==> config.mk <==
export PLATFORM = sky130hd
export DESIGN_NAME = pwm4_bank
export DESIGN_NICKNAME = d
export VERILOG_FILES = /design/src/rtl/pwm4_bank_pkg.sv /design/src/rtl/pwm4_bank_presc.sv /design/src/rtl/pwm4_bank_chan.sv /design/src/rtl/pwm4_bank_regs.sv /design/src/rtl/pwm4_bank.sv
export SDC_FILE = /design/constraint.sdc
export NUM_CORES = 1
export LEC_CHECK = 0
export ABC_CLOCK_PERIOD_IN_PS = 7100
export BUFFER_PORTS_ARGS = -buffer_cell sky130_fd_sc_hd__buf_2
export CORE_UTILIZATION = 68
export DETAILED_ROUTE_END_ITERATION = 7
export GPL_TIMING_DRIVEN = 0
export PLACE_DENSITY = 0.86
export SKIP_CTS_REPAIR_TIMING = 1
export SLEW_MARGIN = 25
export SYNTH_ARGS = -nofsm -noshare
export SYNTH_HDL_FRONTEND = slang
export SYNTH_SLANG_ARGS = --single-unit
==> constraint.sdc <==
create_clock -name clk -period 7.1 [get_ports clk]
set_clock_uncertainty 0.2 [all_clocks]
set_input_delay 1.065 -clock clk [delete_from_list [all_inputs] [get_ports clk]]
set_output_delay 1.065 -clock clk [all_outputs]
set_load 0.01 [all_outputs]
==> src/rtl/pwm4_bank_pkg.sv <==
// Package: shared widths, register word indices and the per-channel
// configuration record for the four-channel pulse generator.
// Assumes 32-bit register words laid out on 4-byte boundaries.
package pwm4_bank_pkg;

    localparam int CNT_W    = 16;   // duty / period counter width
    localparam int PRE_W    = 14;   // clock divider width
    localparam int PRE_LSB  = 2;    // divider field position in control word
    localparam int BLK_LSB  = 4;    // 16-byte channel block
    localparam int WORD_LSB = 2;    // 4-byte word

    // word index inside a channel block
    localparam logic [1:0] WRD_CTRL = 2'd0;
    localparam logic [1:0] WRD_DUTY = 2'd1;
    localparam logic [1:0] WRD_PER  = 2'd2;

    typedef struct packed {
        logic             en;
        logic [PRE_W-1:0] pre;
        logic [CNT_W-1:0] duty;
        logic [CNT_W-1:0] period;
    } chan_cfg_t;

endpackage

==> src/rtl/pwm4_bank_presc.sv <==
// Clock divider: emits a one-cycle tick every (limit_i+1) clocks.
// clr_i holds the count at zero, so the first tick after a clear comes
// exactly limit_i+1 cycles later.
module pwm4_bank_presc
    import pwm4_bank_pkg::*;
(
    input  logic             clk,
    input  logic             rst_n,
    input  logic             clr_i,
    input  logic [PRE_W-1:0] limit_i,
    output logic             tick_o
);

    logic [PRE_W-1:0] div_q;

    assign tick_o = (div_q == limit_i);

    // advance the divider count, wrapping at the limit
    always_ff @(posedge clk) begin
        if (!rst_n || clr_i) begin
            div_q <= '0;
        end else if (tick_o) begin
            div_q <= '0;
        end else begin
            div_q <= div_q + PRE_W'(1);
        end
    end

endmodule

==> src/rtl/pwm4_bank_chan.sv <==
// One pulse channel: divider, period counter and active settings copy.
// Settings from the register file are copied at start-up and at every
// period boundary only. Output is high while count < active duty.
// Assumes run_i is already the AND of master and channel enables.
module pwm4_bank_chan
    import pwm4_bank_pkg::*;
(
    input  logic      clk,
    input  logic      rst_n,
    input  logic      run_i,
    input  chan_cfg_t cfg_i,
    output logic      pwm_o
);

    logic             live_q;
    logic [CNT_W-1:0] cnt_q;
    logic [PRE_W-1:0] act_pre_q;
    logic [CNT_W-1:0] act_duty_q;
    logic [CNT_W-1:0] act_per_q;
    logic             tick;
    logic             at_end;
    logic             presc_clr;

    assign presc_clr = !run_i || !live_q;
    assign at_end    = ({1'b0, cnt_q} + (CNT_W+1)'(1)) >= {1'b0, act_per_q};

    pwm4_bank_presc u_presc (
        .clk     (clk),
        .rst_n   (rst_n),
        .clr_i   (presc_clr),
        .limit_i (act_pre_q),
        .tick_o  (tick)
    );

    // run state, period count and boundary loading of settings
    always_ff @(posedge clk) begin
        if (!rst_n) begin
            live_q     <= 1'b0;
            cnt_q      <= '0;
            act_pre_q  <= '0;
            act_duty_q <= '0;
            act_per_q  <= '0;
        end else if (!run_i) begin
            live_q <= 1'b0;
            cnt_q  <= '0;
        end else if (!live_q) begin
            live_q     <= 1'b1;
            cnt_q      <= '0;
            act_pre_q  <= cfg_i.pre;
            act_duty_q <= cfg_i.duty;
            act_per_q  <= cfg_i.period;
        end else if (tick) begin
            if (at_end) begin
                cnt_q      <= '0;
                act_pre_q  <= cfg_i.pre;
                act_duty_q <= cfg_i.duty;
                act_per_q  <= cfg_i.period;
            end else begin
                cnt_q <= cnt_q + CNT_W'(1);
            end
        end
    end

    // output: high during the duty part of a live period
    always_comb begin
        pwm_o = live_q && run_i && (cnt_q < act_duty_q);
    end

endmodule

==> src/rtl/pwm4_bank_regs.sv <==
// Register file: decodes word-aligned addresses into per-channel
// control, duty and period words plus one master word; provides
// combinational readback. Misaligned or unmapped accesses are ignored
// and read zero. The master word is decoded before channel blocks.
module pwm4_bank_regs
    import pwm4_bank_pkg::*;
#(
    parameter int          NUM_CH      = 4,
    parameter int          ADDR_W      = 8,
    parameter int          DATA_W      = 32,
    parameter logic [7:0]  MASTER_ADDR = 8'h3C
) (
    input  logic              clk,
    input  logic              rst_n,
    input  logic [ADDR_W-1:0] addr,
    input  logic              we,
    input  logic [DATA_W-1:0] wdata,
    output logic [DATA_W-1:0] rdata,
    output chan_cfg_t         cfg_o [NUM_CH],
    output logic              master_o
);

    localparam int CH_W = (NUM_CH > 1) ? $clog2(NUM_CH) : 1;

    logic              aligned;
    logic              hit_master;
    logic              in_chan;
    logic [CH_W-1:0]   sel_ch;
    logic [1:0]        sel_word;
    logic              unused_wbits;

    assign unused_wbits = ^{wdata[DATA_W-1:CNT_W], wdata[1]};

    // address decode
    always_comb begin
        aligned    = (addr[WORD_LSB-1:0] == '0);
        hit_master = aligned && (addr == ADDR_W'(MASTER_ADDR));
        in_chan    = aligned && !hit_master
                     && ((addr >> BLK_LSB) < ADDR_W'(NUM_CH));
        sel_ch     = addr[BLK_LSB +: CH_W];
        sel_word   = addr[WORD_LSB +: 2];
    end

    // master enable register
    always_ff @(posedge clk) begin
        if (!rst_n) begin
            master_o <= 1'b0;
        end else if (we && hit_master) begin
            master_o <= wdata[0];
        end
    end

    for (genvar g = 0; g < NUM_CH; g++) begin : g_ch
        // per-channel control, duty and period registers
        always_ff @(posedge clk) begin
            if (!rst_n) begin
                cfg_o[g] <= '0;
            end else if (we && in_chan && (sel_ch == CH_W'(g))) begin
                case (sel_word)
                    WRD_CTRL: begin
                        cfg_o[g].en  <= wdata[0];
                        cfg_o[g].pre <= wdata[PRE_LSB +: PRE_W];
                    end
                    WRD_DUTY: cfg_o[g].duty   <= wdata[CNT_W-1:0];
                    WRD_PER:  cfg_o[g].period <= wdata[CNT_W-1:0];
                    default:  ;
                endcase
            end
        end
    end

    // readback multiplexer
    always_comb begin
        rdata = '0;
        if (hit_master) begin
            rdata[0] = master_o;
        end else if (in_chan) begin
            case (sel_word)
                WRD_CTRL: begin
                    rdata[0]                 = cfg_o[sel_ch].en;
                    rdata[PRE_LSB +: PRE_W]  = cfg_o[sel_ch].pre;
                end
                WRD_DUTY: rdata[CNT_W-1:0] = cfg_o[sel_ch].duty;
                WRD_PER:  rdata[CNT_W-1:0] = cfg_o[sel_ch].period;
                default:  rdata = '0;
            endcase
        end
    end

endmodule

==> src/rtl/pwm4_bank.sv <==
// Top level: register file plus one pulse channel per output.
// A channel runs only when both the master enable and its own enable
// are set. Register accesses complete in the cycle they are presented.
module pwm4_bank
    import pwm4_bank_pkg::*;
#(
    parameter int         NUM_CH      = 4,
    parameter int         ADDR_W      = 8,
    parameter int         DATA_W      = 32,
    parameter logic [7:0] MASTER_ADDR = 8'h3C
) (
    input  logic              clk,
    input  logic              rst_n,
    input  logic [ADDR_W-1:0] bus_addr,
    input  logic              bus_we,
    input  logic [DATA_W-1:0] bus_wdata,
    output logic [DATA_W-1:0] bus_rdata,
    output logic [NUM_CH-1:0] pwm_o
);

    chan_cfg_t         cfg [NUM_CH];
    logic              master_en;
    logic [NUM_CH-1:0] ch_en;

    pwm4_bank_regs #(
        .NUM_CH      (NUM_CH),
        .ADDR_W      (ADDR_W),
        .DATA_W      (DATA_W),
        .MASTER_ADDR (MASTER_ADDR)
    ) u_regs (
        .clk      (clk),
        .rst_n    (rst_n),
        .addr     (bus_addr),
        .we       (bus_we),
        .wdata    (bus_wdata),
        .rdata    (bus_rdata),
        .cfg_o    (cfg),
        .master_o (master_en)
    );

    for (genvar g = 0; g < NUM_CH; g++) begin : g_chan
        assign ch_en[g] = cfg[g].en;

        pwm4_bank_chan u_chan (
            .clk   (clk),
            .rst_n (rst_n),
            .run_i (master_en && ch_en[g]),
            .cfg_i (cfg[g]),
            .pwm_o (pwm_o[g])
        );
    end

endmodule

==> qor.csv <==
metric,value,unit
initial antenna violation count,3,
clk root buf,clkbuf_16,
P_leak,0.0102,uW
DRC Markers,0,
Area Overhead vs Synth,10.3,%
Vias,23300,
Max H-tree Level,2,
post-synth cell types,65,
die area,38600,sq um
FMAX,0.184,GHz
# nets final,3246,
WL final,89400,um
clk buf depth,3,
largest net degree at the start of global routing,16,
post-synthesis register bit count,497,
Clock Latency Late Sink,0.62,ns
global-route wire length before repair,135000,um
RSZ-0062 raised after global routing,no,
number of port buffers,43,
top-level I/O count,79,
die width,196,um
"Req. time, crit path",5.83,ns
CTS Buf Count,51,
count of pins over their slew limit,0,
total iterations of the first detailed-routing run,8,
via/cell ratio,6.46,
Placer Congestion,1.08,
Sequential Power Share,47.6,%
"FFs w/ async S/R, synth",0,%
Clock Power Share,48.7,%
status,completed,
Initial Utilization,69.7,%
fill cell count,2400,
most common flop cell mapped by yosys,dfxtp_1,
Final setup viols,0,
total gr overflow,0,
CTS tree,done,
layout cell share with drive strength beyond 1,8.57,%
post-detail-place hpwl,66800,um
Hold Fails Final Rpt,0,
Die Y,196,um
CP Launch Type,input pin,
# rows,70,
GRT Util Overall,46.3,%
Core ar.,36900,sq um
CP endpoint kind,primary output,
total power,5860,uW
fin crit period,5.44,ns
post-synthesis sequential area ratio,38.7,%
number of clock sinks,497,
Slew @ Worst Pin,1.27,ns
Post-synth EDFFs,0,
Iter 0 DRT Violations,2763,
Comb pwr share,3.7,%
switching power,1350,uW
Min Hold Slack,0.263,ns
"Worst Path Class, Setup",input pin to primary output,
Hold Path Stages,2,
"Avg Cell Area, Syn",8.69,sq um
Final period util,76.6,%
routed len/inst,24.8,um
HP Class,register to register,
synthesized instance count,2956,
MaxCap Viol Count,0,
Yosys Warn Count,0,
Int Power,4520,uW
vias in the first global route,22800,
Worst Reg-to-Reg Cells,13,
Pwr Density,207,nW/um^2
slew margin rel.,15.7,%
ANT nets after route,0,
switching part of the total,23.0,%
CP Max Fanout,10,
total negative slack,0,ns
worst vdd ir,0.284,mV
"Clk pin slew, worst setup/hold paths",0.06,ns
Worst EP arrival,4.17,ns
Netlist Area Pre-Place,25700,sq um
-- worst max-delay path, cell delays in order --
cell and delay (ns):
buf_2 0.17, buf_1 0.67, clkbuf_1 0.58, mux4_2 0.44
a22oi_1 0.84, a21oi_1 0.21, buf_2 0.19
-- sequential cells by signal, summed over array words and instances (netlist names) --
register                     flops
g_chan.u_chan.live_q             4
u_regs.cfg_o                   188
g_chan.u_chan.act_per_q         64
g_chan.u_chan.cnt_q             64
g_chan.u_chan.act_pre_q         56
g_chan.u_chan.u_presc.div_q     56
g_chan.u_chan.act_duty_q        64
u_regs.master_o                  1
-- cell families after synthesis --
| kind of cell | Yosys count | share of synthesized area (%) |
|---|---|---|
| AOI/OAI and AO/OA | 407 | 11.6 |
| DFF | 497 | 38.7 |
| muxes | 232 | 11.3 |
| xor gates and xnor gates | 144 | 4.91 |
| and+or+nand+nor | 1190 | 20.6 |
| buffers and inverters | 349 | 6.16 |
| other | 1 | 0.0146 |
| adders and majority gates | 136 | 6.62 |
-- through the flow --
stage,setup slack [ns],area (sq um),util [%],cells
after global routing,1.54,28300,76.9,3608
after detailed placement,1.90,26600,72.1,3518
after global placement,1.87,26600,72.1,3518
after floorplan,3.07,25700,-,2971
after CTS,1.90,28300,76.9,3608
final,1.66,28300,76.9,3611
-- synthesized netlist by cell type, drive strengths merged, types with 13 or more instances --
cell | n | area share, %
nand2 | 663 | 9.7
dfxtp | 497 | 39
nand3 | 239 | 4.7
a21boi | 189 | 5.5
mux2i | 185 | 7.2
clkbuf | 141 | 2.1
inv | 141 | 2.1
ha | 136 | 6.6
nor2 | 101 | 1.5
xor2 | 99 | 3.4
buf | 67 | 2.0
mux4 | 47 | 4.1
a21oi | 45 | 0.88
xnor2 | 45 | 1.5
nand4 | 39 | 0.95
o21ai | 35 | 0.68
and3 | 34 | 0.88
a21o | 28 | 0.82
a32o | 22 | 0.86
nor3 | 20 | 0.41
nor4 | 19 | 0.49
a22o | 17 | 0.58
a22oi | 15 | 0.44
nor2b | 15 | 0.37
or2 | 14 | 0.34
nand2b | 13 | 0.35
-- power by group through the flow --
stage | Sequential (uW) | Clock (uW) | Combinational (uW)
2_1_floorplan | 2850 | 0 | 120
3_3_place_gp | 2850 | 0 | 202
3_5_place_dp | 2850 | 0 | 206
4_1_cts | 2790 | 2820 | 206
5_1_grt | 2790 | 2940 | 220
6_report | 2790 | 2850 | 217
-- final timing paths --
check / start / to / slack (ns)
worst max-delay path: bus_addr[4] / bus_rdata[3] / 1.66
worst min-delay path: g_chan[1].u_chan.act_duty_q[12] / g_chan[1].u_chan.act_duty_q[12] / 0.26
worst max register to register: g_chan[1].u_chan.cnt_q[0] / g_chan[1].u_chan.cnt_q[13] / 2.64
worst min register to register: g_chan[1].u_chan.act_duty_q[12] / g_chan[1].u_chan.act_duty_q[12] / 0.26
-- area by class of cell --
class	count	area, sq um	area share (%)
tap	504	631	2.22
inverter	141	529	1.87
antenna	3	7.51	0.0265
clock inverter	24	312	1.10
sequential	497	9950	35.1
timing repair buffer	43	215	0.759
multi-input combinational	2125	14200	50.1
clock buffer	66	1440	5.06
buffer	208	1050	3.72
-- per-layer routing --
metal | global-route usage (%) | share of wire, % | up-vias
met5 | 0 | 0.030 | -
met4 | 34.9 | 8.7 | 4
met3 | 11.0 | 11 | 435
met2 | 72.8 | 44 | 1488
met1 | 55.3 | 37 | 11000
li1 | - | - | 10400
-- cells in the final DEF, fill, tap and decap left out, drive strengths merged, types with 45 or more instances in the layout --
cell type,count
a21oi,45
ha,136
mux4,47
xor2,99
mux2i,185
nand3,239
nor2,101
inv,141
a21boi,189
nand2,663
clkbuf,207
xnor2,45
dfxtp,497
buf,110
(Power assumes the default switching activity.)
